File: config.mk
export PLATFORM = sky130hd
export DESIGN_NAME = adc_conv_seq
export DESIGN_NICKNAME = d
export VERILOG_FILES = /design/src/rtl/adc_seq_pkg.sv /design/src/rtl/adc_clk_src.sv /design/src/rtl/adc_prescaler.sv /design/src/rtl/adc_conv_ctrl.sv /design/src/rtl/adc_conv_seq.sv
export SDC_FILE = /design/constraint.sdc
export NUM_CORES = 1
export LEC_CHECK = 0
export ABC_AREA = 1
export CORE_MARGIN = 1.5
export CORE_UTILIZATION = 49
export CTS_CLUSTER_DIAMETER = 50
export CTS_CLUSTER_SIZE = 28
export DETAILED_ROUTE_END_ITERATION = 7
export GPL_TIMING_DRIVEN = 1
export PLACE_DENSITY_LB_ADDON = 0.15
export SLEW_MARGIN = 0
export SYNTH_ARGS = -nofsm -noshare
export SYNTH_HDL_FRONTEND = slang
export SYNTH_SLANG_ARGS = --single-unit
File: constraint.sdc
create_clock -name clk_bus -period 1.8 [get_ports clk_bus]
set_input_delay 0.45 -clock clk_bus [delete_from_list [all_inputs] [get_ports clk_bus]]
set_output_delay 0.45 -clock clk_bus [all_outputs]
set_load 0.05 [all_outputs]
File: src/rtl/adc_seq_pkg.sv
package adc_seq_pkg;

    localparam int PRE_W = 4;

    // Divide code to terminal phase count (ratio - 1); unused codes divide by 1.
    function automatic logic [PRE_W-1:0] div_limit(input logic [2:0] code);
        logic [PRE_W-1:0] lim;
        case (code)
            3'd1:    lim = 4'd1;
            3'd2:    lim = 4'd3;
            3'd3:    lim = 4'd7;
            3'd4:    lim = 4'd15;
            default: lim = 4'd0;
        endcase
        return lim;
    endfunction

endpackage

File: src/rtl/adc_clk_src.sv
module adc_clk_src #(
    parameter int SYNC_STAGES = 2
) (
    input  logic clk,
    input  logic rst_n,
    input  logic cfg_wr,
    input  logic cfg_src_osc,
    input  logic osc_clk,
    output logic src_tick
);
    typedef struct packed {
        logic                   sel;
        logic [SYNC_STAGES-1:0] chain;
        logic                   prev;
    } src_t;

    src_t s_d, s_q;

    always_comb begin
        s_d = s_q;
        if (cfg_wr) s_d.sel = cfg_src_osc;
        s_d.chain = {s_q.chain[SYNC_STAGES-2:0], osc_clk};
        s_d.prev  = s_q.chain[SYNC_STAGES-1];
    end

    always_ff @(posedge clk or negedge rst_n) begin
        if (!rst_n) s_q <= '0;
        else        s_q <= s_d;
    end

    assign src_tick = s_q.sel ? (s_q.chain[SYNC_STAGES-1] & ~s_q.prev) : 1'b1;

    // a synchronized oscillator edge yields a single-cycle tick
    a_r3_osc_tick_single: assert property (@(posedge clk) disable iff (!rst_n)
        (s_q.sel && src_tick) |=> !(s_q.sel && src_tick));

endmodule

File: src/rtl/adc_prescaler.sv
module adc_prescaler
    import adc_seq_pkg::*;
(
    input  logic       clk,
    input  logic       rst_n,
    input  logic       cfg_wr,
    input  logic [2:0] cfg_div,
    input  logic       src_tick,
    output logic       adc_tick
);
    typedef struct packed {
        logic [PRE_W-1:0] lim;
        logic [PRE_W-1:0] cnt;
    } pre_t;

    pre_t p_d, p_q;

    always_comb begin
        p_d = p_q;
        if (cfg_wr) begin
            p_d.lim = div_limit(cfg_div);
            p_d.cnt = '0;
        end else if (src_tick) begin
            p_d.cnt = (p_q.cnt >= p_q.lim) ? '0 : PRE_W'(p_q.cnt + 1'b1);
        end
    end

    always_ff @(posedge clk or negedge rst_n) begin
        if (!rst_n) p_q <= '0;
        else        p_q <= p_d;
    end

    assign adc_tick = src_tick && !cfg_wr && (p_q.cnt >= p_q.lim);

    // phase never leaves the programmed ratio
    a_r10_phase_in_range: assert property (@(posedge clk) disable iff (!rst_n)
        p_q.cnt <= p_q.lim);
    // a clock register write restarts the phase
    a_r10_write_resets_phase: assert property (@(posedge clk) disable iff (!rst_n)
        cfg_wr |=> (p_q.cnt == '0));

endmodule

File: src/rtl/adc_conv_ctrl.sv
module adc_conv_ctrl #(
    parameter int RES_BITS   = 10,
    parameter int CONV_TICKS = 16,
    parameter int CHAN_W     = 5
) (
    input  logic                clk,
    input  logic                rst_n,
    input  logic                ctl_wr,
    input  logic [CHAN_W-1:0]   ctl_chan,
    input  logic                ctl_cont,
    input  logic                adc_tick,
    input  logic [RES_BITS-1:0] sar_code,
    output logic                sar_sample,
    output logic                sar_step,
    output logic                conv_done,
    output logic [RES_BITS-1:0] conv_result
);
    localparam int              CNT_W     = $clog2(CONV_TICKS + 1);
    localparam logic [CNT_W-1:0] LAST_CNT  = CNT_W'(CONV_TICKS);
    localparam logic [CNT_W-1:0] STEP_LAST = CNT_W'(RES_BITS);

    typedef struct packed {
        logic                run;
        logic                cont;
        logic [CNT_W-1:0]    cnt;
        logic                sample;
        logic                step;
        logic                done;
        logic [RES_BITS-1:0] result;
    } ctl_t;

    ctl_t c_d, c_q;

    always_comb begin
        c_d        = c_q;
        c_d.sample = 1'b0;
        c_d.step   = 1'b0;
        c_d.done   = 1'b0;
        if (ctl_wr) begin
            c_d.cont = ctl_cont;
            c_d.run  = (ctl_chan != '1);
            c_d.cnt  = '0;
        end else if (c_q.run && adc_tick) begin
            if (c_q.cnt == '0) begin
                c_d.sample = 1'b1;
                c_d.cnt    = CNT_W'(1);
            end else if (c_q.cnt < LAST_CNT) begin
                c_d.step = (c_q.cnt <= STEP_LAST);
                c_d.cnt  = CNT_W'(c_q.cnt + 1'b1);
            end else begin
                c_d.done   = 1'b1;
                c_d.result = sar_code;
                if (c_q.cont) begin
                    c_d.sample = 1'b1;
                    c_d.cnt    = CNT_W'(1);
                end else begin
                    c_d.run = 1'b0;
                    c_d.cnt = '0;
                end
            end
        end
    end

    always_ff @(posedge clk or negedge rst_n) begin
        if (!rst_n) c_q <= '0;
        else        c_q <= c_d;
    end

    assign sar_sample  = c_q.sample;
    assign sar_step    = c_q.step;
    assign conv_done   = c_q.done;
    assign conv_result = c_q.result;

    a_r5_done_one_clock: assert property (@(posedge clk) disable iff (!rst_n)
        conv_done |=> !conv_done);
    a_r6_sample_step_apart: assert property (@(posedge clk) disable iff (!rst_n)
        !(sar_sample && sar_step));
    a_r2_count_bounded: assert property (@(posedge clk) disable iff (!rst_n)
        c_q.cnt <= LAST_CNT);
    a_r9_idle_is_quiet: assert property (@(posedge clk) disable iff (!rst_n)
        !c_q.run |-> (!sar_sample && !sar_step));
    a_r8_write_restarts: assert property (@(posedge clk) disable iff (!rst_n)
        ctl_wr |=> (c_q.cnt == '0 && !conv_done));

endmodule

File: src/rtl/adc_conv_seq.sv
module adc_conv_seq #(
    parameter int RES_BITS    = 10,
    parameter int CONV_TICKS  = 16,
    parameter int CHAN_W      = 5,
    parameter int SYNC_STAGES = 2
) (
    input  logic                clk_bus,
    input  logic                rst_n,
    input  logic                osc_clk,
    input  logic                cfg_wr,
    input  logic                cfg_src_osc,
    input  logic [2:0]          cfg_div,
    input  logic                ctl_wr,
    input  logic [CHAN_W-1:0]   ctl_chan,
    input  logic                ctl_cont,
    input  logic [RES_BITS-1:0] sar_code,
    output logic                sar_sample,
    output logic                sar_step,
    output logic                conv_done,
    output logic [RES_BITS-1:0] conv_result
);
    logic src_tick;
    logic adc_tick;

    adc_clk_src #(.SYNC_STAGES(SYNC_STAGES)) u_src (
        .clk         (clk_bus),
        .rst_n       (rst_n),
        .cfg_wr      (cfg_wr),
        .cfg_src_osc (cfg_src_osc),
        .osc_clk     (osc_clk),
        .src_tick    (src_tick)
    );

    adc_prescaler u_pre (
        .clk      (clk_bus),
        .rst_n    (rst_n),
        .cfg_wr   (cfg_wr),
        .cfg_div  (cfg_div),
        .src_tick (src_tick),
        .adc_tick (adc_tick)
    );

    adc_conv_ctrl #(
        .RES_BITS   (RES_BITS),
        .CONV_TICKS (CONV_TICKS),
        .CHAN_W     (CHAN_W)
    ) u_ctl (
        .clk         (clk_bus),
        .rst_n       (rst_n),
        .ctl_wr      (ctl_wr),
        .ctl_chan    (ctl_chan),
        .ctl_cont    (ctl_cont),
        .adc_tick    (adc_tick),
        .sar_code    (sar_code),
        .sar_sample  (sar_sample),
        .sar_step    (sar_step),
        .conv_done   (conv_done),
        .conv_result (conv_result)
    );

endmodule

* Word-level counts from Yosys, hierarchy flattened
Cells that the tools add are included. W data, S select, Z words.
Storage, ports and cells: bits of input ports 25, flip-flop bits (word level) 32
Cells by class: equality and inequality tests 8, add/subtract/negate cells 2, reduce and logical (&&, ||, !) cells 9, bitwise operators 5, $lt $le $gt $ge 3, multiplexer cells 21
Operator list (count):
- $mux W18 | 1
- $pmux W4 S4 | 1
- $mux W13 | 1
- $mux W12 | 1
- $mux W4 | 3
- $mux W11 | 1
- $mux W1 | 10
- $mux W5 | 2
- $reduce_and A4 Y1 | 2
- $eq A3 B2 Y1 const B | 2
- $mux W6 | 1
- $ne A2 B2 Y1 const B | 3
- $add A5 B1 Y5 const B | 1
- $le A5 B4 Y1 const B | 1
- $logic_not A5 Y1 | 1
- $lt A5 B5 Y1 const B | 1
- $ne A5 B5 Y1 const B | 1
- $add A4 B1 Y4 const B | 1
- $ge A4 B4 Y1 | 1
- $not A1 Y1 | 4
- $reduce_bool A2 Y1 | 2
- $eq A3 B1 Y1 const B | 1
- $eq A3 B3 Y1 const B | 1
- $logic_and A1 B1 Y1 | 3
- 2 further kinds | 2

* Depth between registers and ports, before layout
depth in word-level cells 8, gate-level depth with buffers 12, mapped depth without buffers 11

* Cells and area by module
Synthesis repeated with hierarchy kept, for this count alone.
Unflattened totals: cell total of the unflattened synthesis 185, area total of the unflattened synthesis 1570.3 um^2
By module, submodules not included:
- adc_conv_ctrl | times used 1, seq. area each 500.5 um^2, cells each 110, area an instance 940.9 um^2
- adc_prescaler | times used 1, seq. area each 200.2 um^2, cells each 64, area an instance 503.0 um^2
- adc_clk_src | times used 1, seq. area each 100.1 um^2, cells each 11, area an instance 126.4 um^2

* Least setup slack after synthesis
OpenSTA, ideal clock, no wires.
path kind register to register, start register u_pre.p_q[3] (netlist name), end register u_ctl.c_q, in the netlist u_ctl.conv_result[2], stages on the path, launching flop included 9, library setup time 0.117 ns, buffers on the path 1, arrival time 1.396 ns, slack 0.287 ns, cells stage by stage dfrtp_1 ha_1 a21oi_1 nand3_2 nand3_4 nor2_4 buf_6 nand2_1 nand2_1
Between the ends: word-level cells in the longest chain between the ends 4
Ends and longest elaborated chain:
- start, declared | line adc_prescaler.sv:16 | pre_t p_d, p_q;
- start signal, assigned | line adc_prescaler.sv:30 | else p_q <= p_d;
- $ge A4 B4 Y1 | line adc_prescaler.sv:33 | assign adc_tick = src_tick && !cfg_wr && (p_q.cnt >= p_q.lim);
- $logic_and A1 B1 Y1 | line adc_prescaler.sv:33
- $logic_and A1 B1 Y1 | line adc_conv_ctrl.sv:43 | end else if (c_q.run && adc_tick) begin
- $reduce_and A4 Y1 (no line)
- end signal, assigned | line adc_conv_ctrl.sv:65 | if (!rst_n) c_q <= '0;
- end signal, assigned | line adc_conv_ctrl.sv:66 | else c_q <= c_d;
- end, declared | line adc_conv_ctrl.sv:32 | ctl_t c_d, c_q;
Every way passes these cells. A chain may end at the register's enable or synchronous reset.

* Final worst setup path
start register u_pre.p_q[3] (netlist name), end register u_ctl.c_q, in the netlist u_ctl.conv_result[7]
The elaborated chain is that of the path after synthesis.

==> flow_summary.ini <==
[route]
drc = 0
first_iter_violations = 56
vias = 1261
final_antenna_net_count = 0
drt-pass1-iter-count = 5
drt_wl_total_um = 2970
vias_per_cell = 4.795
drt-wirelength-per-cell_um = 11.29

[cells_and_area]
final_core_utilization_pct = 66.21
n_antenna_cell = 0
most-common-layout-cells = sky130_fd_sc_hd__nand2_1, sky130_fd_sc_hd__dfrtp_1, sky130_fd_sc_hd__clkdlybuf4s50_1
most_common_library_cell_in_the_layout_ignoring_fill_and_taps = sky130_fd_sc_hd__nand2_1
final_nets = 251
area_growth_pct = 26.70
final_layout_size_suffix_gt1_share_pct = 17.81

[sta]
final.setup_skew_ns = 0.007170
maxClockFrequency_mhz = 592.6
slew-limit-headroom_pct = 73.07
layout_min_cycle_time_ns = 1.687
slew_violations = 0
report.final.hold_viol_count = 0
slew_worst_pin_ns = 0.4040
finalSetupTns_ns = 0
setup_repair_after_global_routing_missed_its_margin = false
finalCritPeriodShare_pct = 93.75
setup_viol = 0
fin_ws_ns = 0.1125

[synth]
syn_avg_cell_area_sq_um = 9.009
netlist-cell-type-count = 28
synth-warning-count = 0
postSynthRegisterBits = 32
post_synth_inst_count = 180
synth_area_sq_mm = 0.001622
synth-seq-area-share_pct = 49.38
synth_nets = 213

[placement]
i_o_buffers = 37
finalWeightedCongestion = 0.7616
hpwl_um = 2212
detailedPlace.worstSlack_ns = -0.03524

[global_routing]
grt_max_degree = 33
antenna_violations_before_repair = 0
remaining_global_route_overflow = 0
globalRouteMet3Util_pct = 7.889
vias_in_the_first_global_route = 1150
globalRoute.busiestLayer = met2
grt_use_met1_pct = 21.99
met2_usage_pct = 29.97
grt_first_pass_wirelength_um = 4912
grt_use_total_pct = 18.51

[worst_setup_path]
type_of_the_worst_setup_path = reg -> reg
worst-endpoint-arrival_ns = 1.92
critical_path.startpoint = u_pre.p_q[3]
worst_r2r_endpoint = u_ctl.conv_result[7]
required_ns = 2.03
worst_path_most_repeated_cell = sky130_fd_sc_hd__nand2_1
timing.reg2reg.worst_path_depth = 8
type_of_element_launching_the_critical_path = flop
r2r-start = u_pre.p_q[3]
critical_path.endpoint_type = flop
worstPathMaxFanout = 11
ff2ff_setup_slack_ns = 0.11
critical_path.max_stage_delay_ns = 0.43
path_cells = ha_1, a21oi_1, nand3_2, nand3_4, nor2_4, buf_12, nand2_1, nand2_1
cp_slowest_cell = sky130_fd_sc_hd__dfrtp_1

[flow_run]
max_capacitance_violation_total = 0

[floorplan]
floorplan.rows = 20
design.die.area_sq_mm = 0.003663
die_x_extent_um = 60.53
floorplan.initialDensity_pct = 52.26
die_y_um = 60.53
standard_cell_core_area_sq_mm = 0.003103
io-pin-count = 38

[clock_network]
cts-root-to-sink-buffers = 2
path_clk_slew_ns = 0.10
tritoncts_num_sinks = 32
worstSkewPairLatency_ns = 0.33
clock_tree.htree_level_count = 2
root_buffer = sky130_fd_sc_hd__clkbuf_4
tritoncts.num_buffers = 5
cts_tree = done

[power]
vdd_ir_drop_max_mv = 0.5031
powerDensity_mw_per_mm2 = 760.3
total_power_mw = 1.562
power.static_leakage_nw = 1.054

[min_path]
hold_depth = 0
timing.hold.worst.start = u_src.s_d[2]
hold_path.class = reg -> reg
hold_end = u_src.s_d[0]

[run_status]
outcome = complete, no violations
-- layer usage --
metal	vias up	routed length [um]
met5	-	0
li1	637	-
met2	47	1345
met4	0	42
met3	5	256
met1	572	1325
-- synthesized netlist by cell type --
cell type | count | area, sq um
sky130_fd_sc_hd__o21ai_0 | 10 | 50.05
sky130_fd_sc_hd__nand4_1 | 3 | 18.77
sky130_fd_sc_hd__buf_4 | 10 | 75.07
sky130_fd_sc_hd__nor2_1 | 9 | 33.78
sky130_fd_sc_hd__or2_2 | 1 | 6.260
sky130_fd_sc_hd__nand3_4 | 1 | 17.52
sky130_fd_sc_hd__nand3_1 | 7 | 35.03
sky130_fd_sc_hd__o22ai_1 | 1 | 6.260
sky130_fd_sc_hd__nor2_4 | 1 | 11.26
sky130_fd_sc_hd__ha_1 | 8 | 100.1
sky130_fd_sc_hd__nand2_1 | 52 | 195.2
sky130_fd_sc_hd__nand2_4 | 1 | 11.26
sky130_fd_sc_hd__xor2_1 | 3 | 26.28
sky130_fd_sc_hd__a21oi_1 | 4 | 20.02
sky130_fd_sc_hd__nor3b_1 | 1 | 7.510
sky130_fd_sc_hd__nor3_1 | 1 | 5.000
sky130_fd_sc_hd__inv_2 | 1 | 3.750
sky130_fd_sc_hd__inv_1 | 20 | 75.07
sky130_fd_sc_hd__nand3_2 | 1 | 10.01
sky130_fd_sc_hd__dfrtp_1 | 32 | 800.8
sky130_fd_sc_hd__o31ai_1 | 1 | 7.510
sky130_fd_sc_hd__nand4_2 | 1 | 12.51
sky130_fd_sc_hd__buf_6 | 1 | 11.26
sky130_fd_sc_hd__o21a_1 | 1 | 7.510
sky130_fd_sc_hd__o2bb2ai_1 | 1 | 8.760
sky130_fd_sc_hd__nor2_8 | 1 | 20.02
sky130_fd_sc_hd__nand2_2 | 6 | 37.54
sky130_fd_sc_hd__a22oi_1 | 1 | 7.510
-- through the flow --
step / instance area [sq um] / hold slack [ns] / instances
2_1_floorplan: 1622 / 0.1544 / 180
3_3_place_gp: 1958 / 0.3399 / 254
3_5_place_dp: 1958 / 0.3478 / 254
4_1_cts: 2034 / 0.3717 / 262
5_1_grt: 2054 / 0.3772 / 263
6_report: 2054 / 0.3641 / 263
-- how the worst max path moves through the flow --
stage / depth (start not counted) / to / slack, ns
2_1_floorplan: 8 / u_ctl.conv_result[2] / 0.29
3_3_place_gp: 7 / u_ctl.conv_result[9] / 0.03
3_5_place_dp: 8 / u_ctl.conv_result[7] / -0.04
4_1_cts: 7 / u_ctl.conv_result[7] / 0.11
5_1_grt: 10 / u_ctl.conv_result[7] / 0.006
6_report: 8 / u_ctl.conv_result[7] / 0.11
-- registers in the layout, indices dropped and copies added, names as in the netlist --
name / flops
u_ctl.conv_result: 10
u_pre.p_q: 8
u_ctl.c_q: 7
u_src.s_d: 2
u_src.s_q: 2
u_ctl.conv_done: 1
u_ctl.sar_sample: 1
u_ctl.sar_step: 1
-- area by class of cell --
cell class | instances | area (sq um)
timing repair buffer | 42 | 387.9
multi-input combinational | 116 | 655.6
inverter | 21 | 78.83
fill | 253 | 1049
sequential | 32 | 800.8
clock buffer | 6 | 41.29
tap | 44 | 55.05
clock inverter | 2 | 35.03
-- worst max-delay path: cells and delay by family (launching register included) --
kind	cells	cell delay [ns]
adder cells (fa/ha/maj)	1	0.34
AND/OR/NAND/NOR	5	0.48
buffers and inverters	1	0.14
flip-flops	1	0.43
AO/OA/AOI/OAI	1	0.19
-- where the power goes --
part	leakage [nW]	internal [mW]	total (mW)	switching, mW
Clock	0.0422	0.291	0.536	0.245
Sequential	0.421	0.752	0.776	0.0237
Combinational	0.591	0.111	0.250	0.139
Total	1.05	1.15	1.56	0.409
-- cells by family (layout without fill, tap and decap cells) --
family	count (synthesis)	after routing	share of synthesized area, %
xor gates and xnor gates	3	3	1.621
and+or+nand+nor	86	86	26.00
AOI/OAI and AO/OA	19	19	6.637
buffers and inverters	32	71	10.18
adders and majority gates	8	8	6.173
DFF	32	32	49.38
-- repair_timing --
| action | CTS | global route |
|---|---|---|
| endpoints found under the setup margin | 0 | 4 |
| hold buffers | 0 | 0 |
| resized for setup | 0 | 1 |
| setup buffers | 0 | 1 |
(Power assumes the default switching activity.)
